`config.mk`:
```
export PLATFORM = sky130hd
export DESIGN_NAME = gpio_cfg_guard
export DESIGN_NICKNAME = d
export VERILOG_FILES = /design/src/rtl/gpio_cfg_pkg.sv /design/src/rtl/gpio_lock_ctrl.sv /design/src/rtl/gpio_commit_mask.sv /design/src/rtl/gpio_cfg_reg.sv /design/src/rtl/gpio_cfg_guard.sv
export SDC_FILE = /design/constraint.sdc
export NUM_CORES = 1
export LEC_CHECK = 0
export ABC_AREA = 1
export BUFFER_PORTS_ARGS = -buffer_cell sky130_fd_sc_hd__buf_2
export CORE_ASPECT_RATIO = 1.4
export CORE_UTILIZATION = 53
export DETAILED_ROUTE_END_ITERATION = 7
export GPL_TIMING_DRIVEN = 0
export PLACE_DENSITY_LB_ADDON = 0.08
export SYNTH_ARGS = -nofsm -noshare
export SYNTH_HDL_FRONTEND = slang
export SYNTH_SLANG_ARGS = --single-unit
```
`constraint.sdc`:
```
create_clock -name clk -period 2.38 [get_ports clk]
set_clock_uncertainty 0.15 [all_clocks]
set_input_delay 0.476 -clock clk [delete_from_list [all_inputs] [get_ports clk]]
set_output_delay 0.476 -clock clk [all_outputs]
set_load 0.005 [all_outputs]
```
`src/rtl/gpio_cfg_pkg.sv`:
```
package gpio_cfg_pkg;

  localparam int unsigned PIN_W  = 8;
  localparam int unsigned DATA_W = 32;
  localparam int unsigned ADDR_W = 3;

  localparam logic [DATA_W-1:0] UNLOCK_KEY = 32'h4C4F_434B;

  typedef enum logic [ADDR_W-1:0] {
    A_ALT    = 3'd0,
    A_PUP    = 3'd1,
    A_PDN    = 3'd2,
    A_DEN    = 3'd3,
    A_ANALOG = 3'd4,
    A_LOCK   = 3'd5,
    A_COMMIT = 3'd6,
    A_NONE   = 3'd7
  } reg_sel_e;

  localparam int unsigned NUM_CFG = 4;

  // New value of a gated register: enabled bits take the write, others keep.
  function automatic logic [PIN_W-1:0] commit_merge(
    input logic [PIN_W-1:0] old_v,
    input logic [PIN_W-1:0] new_v,
    input logic [PIN_W-1:0] enable
  );
    return (old_v & ~enable) | (new_v & enable);
  endfunction

  // Stored commit mask: protected bits from the write, others forced high.
  function automatic logic [PIN_W-1:0] mask_apply(
    input logic [PIN_W-1:0] wr_v,
    input logic [PIN_W-1:0] prot
  );
    return (wr_v & prot) | ~prot;
  endfunction

  function automatic logic [DATA_W-1:0] zext_pin(input logic [PIN_W-1:0] v);
    return {{(DATA_W-PIN_W){1'b0}}, v};
  endfunction

endpackage

```
`src/rtl/gpio_lock_ctrl.sv`:
```
module gpio_lock_ctrl
  import gpio_cfg_pkg::*;
#(
  parameter logic [DATA_W-1:0] KEY = UNLOCK_KEY
) (
  input  logic              clk,
  input  logic              rst_n,
  input  logic              key_wr,
  input  logic [DATA_W-1:0] key_val,
  input  logic              commit_done,
  output logic              locked
);

  logic key_match;
  logic open_evt;
  logic close_evt;

  assign key_match = (key_val == KEY);
  assign open_evt  = key_wr && key_match;
  assign close_evt = (key_wr && !key_match) || commit_done;

  always_ff @(posedge clk or negedge rst_n) begin
    if (!rst_n)          locked <= 1'b1;
    else if (close_evt)  locked <= 1'b1;
    else if (open_evt)   locked <= 1'b0;
  end

  assert_key_opens_R5: assert property (@(posedge clk) disable iff (!rst_n)
    (key_wr && key_val == KEY && !commit_done) |=> !locked);

  assert_wrong_key_closes_R5: assert property (@(posedge clk) disable iff (!rst_n)
    (key_wr && key_val != KEY) |=> locked);

  assert_relock_after_commit_R6: assert property (@(posedge clk) disable iff (!rst_n)
    commit_done |=> locked);

endmodule

```
`src/rtl/gpio_commit_mask.sv`:
```
module gpio_commit_mask
  import gpio_cfg_pkg::*;
#(
  parameter logic [PIN_W-1:0] PROT = 8'h0F
) (
  input  logic             clk,
  input  logic             rst_n,
  input  logic             mask_wr,
  input  logic             locked,
  input  logic [PIN_W-1:0] wr_val,
  output logic [PIN_W-1:0] mask,
  output logic             commit_done
);

  logic [PIN_W-1:0] next_mask;

  assign commit_done = mask_wr && !locked;
  assign next_mask   = mask_apply(wr_val, PROT);

  for (genvar i = 0; i < PIN_W; i++) begin : g_bit
    if (PROT[i]) begin : g_prot
      logic bit_q;
      always_ff @(posedge clk or negedge rst_n) begin
        if (!rst_n)           bit_q <= 1'b0;
        else if (commit_done) bit_q <= next_mask[i];
      end
      assign mask[i] = bit_q;
    end else begin : g_fixed
      assign mask[i] = 1'b1;
    end
  end

  assert_locked_write_dropped_R2: assert property (@(posedge clk) disable iff (!rst_n)
    (mask_wr && locked) |=> $stable(mask));

endmodule

```
`src/rtl/gpio_cfg_reg.sv`:
```
module gpio_cfg_reg
  import gpio_cfg_pkg::*;
#(
  parameter logic [PIN_W-1:0] RST_VAL = '0
) (
  input  logic             clk,
  input  logic             rst_n,
  input  logic             wr,
  input  logic [PIN_W-1:0] wr_val,
  input  logic [PIN_W-1:0] enable,
  output logic [PIN_W-1:0] q
);

  logic [PIN_W-1:0] merged;
  assign merged = commit_merge(q, wr_val, enable);

  always_ff @(posedge clk or negedge rst_n) begin
    if (!rst_n)  q <= RST_VAL;
    else if (wr) q <= merged;
  end

  assert_gated_bits_hold_R1: assert property (@(posedge clk) disable iff (!rst_n)
    wr |=> (((q ^ $past(q)) & ~$past(enable)) == '0));

endmodule

```
`src/rtl/gpio_cfg_guard.sv`:
```
module gpio_cfg_guard
  import gpio_cfg_pkg::*;
#(
  parameter logic [PIN_W-1:0] PROT_PINS  = 8'h0F,
  parameter bit               ANALOG_CAP = 1'b1,
  parameter logic [PIN_W-1:0] RST_ALT    = 8'h0F,
  parameter logic [PIN_W-1:0] RST_PUP    = 8'h00,
  parameter logic [PIN_W-1:0] RST_PDN    = 8'h00,
  parameter logic [PIN_W-1:0] RST_DEN    = 8'h0F
) (
  input  logic              clk,
  input  logic              rst_n,
  input  logic [ADDR_W-1:0] addr,
  input  logic [DATA_W-1:0] wdata,
  input  logic              wr_en,
  input  logic              rd_en,
  output logic [DATA_W-1:0] rdata,
  output logic [PIN_W-1:0]  alt_sel,
  output logic [PIN_W-1:0]  pull_up,
  output logic [PIN_W-1:0]  pull_dn,
  output logic [PIN_W-1:0]  dig_en,
  output logic [PIN_W-1:0]  analog_en
);

  localparam logic [NUM_CFG*PIN_W-1:0] CFG_RST = {RST_DEN, RST_PDN, RST_PUP, RST_ALT};

  logic             wr_lock_evt;
  logic             wr_commit_evt;
  logic             wr_analog_evt;
  logic             locked;
  logic             commit_done;
  logic [PIN_W-1:0] cmask;
  logic [PIN_W-1:0] cfg_q [NUM_CFG];
  logic [DATA_W-1:0] rd_mux;

  assign wr_lock_evt   = wr_en && (addr == A_LOCK);
  assign wr_commit_evt = wr_en && (addr == A_COMMIT);
  assign wr_analog_evt = wr_en && (addr == A_ANALOG);

  gpio_lock_ctrl #(.KEY(UNLOCK_KEY)) u_lock (
    .clk         (clk),
    .rst_n       (rst_n),
    .key_wr      (wr_lock_evt),
    .key_val     (wdata),
    .commit_done (commit_done),
    .locked      (locked)
  );

  gpio_commit_mask #(.PROT(PROT_PINS)) u_mask (
    .clk         (clk),
    .rst_n       (rst_n),
    .mask_wr     (wr_commit_evt),
    .locked      (locked),
    .wr_val      (wdata[PIN_W-1:0]),
    .mask        (cmask),
    .commit_done (commit_done)
  );

  for (genvar r = 0; r < NUM_CFG; r++) begin : g_cfg
    logic sel_wr;
    assign sel_wr = wr_en && (addr == ADDR_W'(r));
    gpio_cfg_reg #(.RST_VAL(CFG_RST[r*PIN_W +: PIN_W])) u_reg (
      .clk    (clk),
      .rst_n  (rst_n),
      .wr     (sel_wr),
      .wr_val (wdata[PIN_W-1:0]),
      .enable (cmask),
      .q      (cfg_q[r])
    );
  end

  assign alt_sel = cfg_q[0];
  assign pull_up = cfg_q[1];
  assign pull_dn = cfg_q[2];
  assign dig_en  = cfg_q[3];

  if (ANALOG_CAP) begin : g_analog
    logic [PIN_W-1:0] amode_q;
    always_ff @(posedge clk or negedge rst_n) begin
      if (!rst_n)             amode_q <= '0;
      else if (wr_analog_evt) amode_q <= wdata[PIN_W-1:0];
    end
    assign analog_en = amode_q;
  end else begin : g_no_analog
    assign analog_en = '0;
  end

  always_comb begin
    unique case (addr)
      A_ALT, A_PUP, A_PDN, A_DEN: rd_mux = zext_pin(cfg_q[addr[1:0]]);
      A_ANALOG:                   rd_mux = zext_pin(analog_en);
      A_LOCK:                     rd_mux = {{(DATA_W-1){1'b0}}, locked};
      A_COMMIT:                   rd_mux = zext_pin(cmask);
      default:                    rd_mux = '0;
    endcase
  end

  always_ff @(posedge clk or negedge rst_n) begin
    if (!rst_n)     rdata <= '0;
    else if (rd_en) rdata <= rd_mux;
  end

  assert_rdata_holds_R9: assert property (@(posedge clk) disable iff (!rst_n)
    !rd_en |=> $stable(rdata));

  assert_analog_absent_R8: assert property (@(posedge clk) disable iff (!rst_n)
    !ANALOG_CAP |-> (analog_en == '0));

  assert_commit_upper_zero_R3: assert property (@(posedge clk) disable iff (!rst_n)
    (rd_en && addr == A_COMMIT) |=> (rdata[DATA_W-1:PIN_W] == '0));

endmodule

```
==> impl_metrics.ini <==
[status]
status = finished, final reports clean

[sta]
post-route-min-period_ns = 1.59
setup_violations = 0
fin_ws_ns = 0.786
fmaxAchievable_mhz = 628
worst_pin_slew_ns = 1.18
hold_viol = 0
finalMaxSlewViolations = 0
slew_headroom_pct = 21.6
fin_crit_sh_pct = 67.0
setup_tns_ns = 0
rsz0062_at_grt = false

[synth]
seq_area_frac_synth_pct = 45.4
synth_top_family_by_area = simple AND/OR/NAND/NOR gates
synth-xor-area-share_pct = 0
avgSynthCellArea_um2 = 7.26
synth-compound-area-share_pct = 8.32
ys_types = 23
synth_seq_cells = 53
synthCells = 406
synth_fa_ha_area_share_pct = 0
syn_area_um2 = 2950
synth-simple-area-share_pct = 33.1
synth.mux.area_fraction_pct = 0
yosysWarnings = 0

[worst_setup_path]
reg2regPathDepth = 8
critPathBufInv = 1
critical_path_arrival_ns = 0.97
slowest_stage = dfstp_2
start_kind = register
crit_path_max_fanout = 3
timing_worst_setup_path_type = reg2out
crit_family = flip-flops
crit_path_max_incr_delay_ns = 0.55
required_ns = 1.75
crit_chain = buf_2
rr_endpoint = rdata[0]
end_kind = primary output
r2r_setup_slack_ns = 1.16

[cts]
insertion_delay_ns = 0.29
cts_made_buffers = 5
cts_resized = 0
h-tree-depth = 2
clkTransAtPathRegs_ns = 0.09
cts-root-buf = clkbuf_8
clkSinkCount = 53
tritoncts = done
max-clock-path-buffers = 2
holdBufCountCts = 0
post_cts_buffers = 0

[detailed_routing]
ant_nets = 0
vias_per_cell = 4.79
wl_per_cell_um = 12.2
vias = 2809
drt_iter0_drc = 180
wirelength_um = 7150
drcViolationCount = 0
first_pass_iters = 4

[global_routing]
grt_util_met2_pct = 43.7
grt_pass1_wl_um = 11700
grt_util_met1_pct = 32.1
track_usage_pct = 25.5
grt.busiest_layer = met2
use_met3_pct = 3.30
grt_antenna_before_repair = 0
grt_max_degree = 54
grt_pass1_vias = 2621
grt_overflow = 0

[layout]
area_growth_pct = 22.9
drive_gt1_share_pct = 28.7
instances_no_fill = 586
diodes = 0
final_util_pct = 68.6
nets = 558

[placement]
dpl.hpwl_um = 5270
place_ws_ns = 0.604
dpl.cell_count = 578
gp_congestion = 0.836
portBuffers = 83

[power_and_ir_drop]
sw_frac_of_total_pct = 33.7
p_total_mw = 2.73
combPwrFrac_pct = 29.3
p_per_area_nw_per_um2 = 753
static-leakage-power_nw = 2.13
seqPwrFrac_pct = 52.0
peakVddDrop_mv = 0.409
p_int_mw = 1.81
clkPwrFrac_pct = 18.8
switchingPower_uw = 918

[floorplan]
io_pins = 111
start_util_pct = 55.9
die_x_um = 65.0
num_rows = 31
core_um2 = 5280
die-area_um2 = 5870
die_h_um = 90.2

[job]
cap_violations = 0

[hold_path]
hold_path.class = in2async
## through the flow
stage          hold WS (ns)  area (um^2)
3_3_place_gp          0.307         3530
2_1_floorplan        0.0304         3030
4_1_cts               0.303         3620
5_1_grt               0.345         3620
6_report              0.266         3620
3_5_place_dp          0.315         3530
## layer usage
layer,up-vias,routed length [um]
li1,1414,-
met1,1246,2880
met2,130,3590
met3,19,478
met4,0,198
met5,-,0
## cell families after synthesis
kind of cell,after synthesis
DFF,53
buffers and inverters,69
AOI/OAI and AO/OA,49
other,1
and+or+nand+nor,234
## final cells by class
type	instances	area, um^2
tap	66	82.6
inverter	36	138
timing repair buffer	83	415
sequential	53	1340
clock buffer	8	90.1
fill	481	1650
multi-input combinational	307	1310
buffer	33	248
## Yosys cell counts
cell	number	share of area [%]
nand2_1	199	25
dfrtp_1	44	37
inv_1	30	3.8
o21ai_0	28	4.8
buf_4	26	6.6
nor2_1	16	2.0
o21ai_1	12	2.0
a21oi_1	9	1.5
dfstp_2	9	8.0
inv_2	5	0.64
nand2_2	4	0.85
nand3_1	4	0.68
nor2_4	4	1.5
buf_2	3	0.51
buf_6	3	1.1
nand2_4	2	0.76
nand4_1	2	0.42
clkbuf_1	1	0.13
conb_1	1	0.13
inv_4	1	0.21
nor2_2	1	0.21
nor2_8	1	0.68
nor3_4	1	0.55
## layout by cell type, fill, tap and decap left out, types with 5 or more instances in the layout
master and n:
a21oi_1 9, buf_2 86, buf_4 26, clkbuf_8 6, conb_1 24, dfrtp_1 44, dfstp_2 9, inv_1 30
inv_2 5, nand2_1 199, nor2_1 16, o21ai_0 28, o21ai_1 12
## power by group through the flow
stage / Combinational, mW / Sequential (mW) / Clock (mW)
after global routing: 0.914 / 1.45 / 0.554
final: 0.798 / 1.42 / 0.512
after CTS: 0.803 / 1.41 / 0.524
after global placement: 0.773 / 1.43 / 0
after floorplan: 0.425 / 1.41 / 0
after detailed placement: 0.799 / 1.43 / 0
## how the worst max path moves through the flow
stage | to | cells past startpoint
after CTS | alt_sel[2] | 1
after global placement | g_cfg[3].u_reg.q[4] | 7
final | alt_sel[2] | 1
after global routing | dig_en[3] | 1
after detailed placement | g_cfg[3].u_reg.q[7] | 7
after floorplan | register | 9
Note: power is estimated with default switching activity, not from simulation.
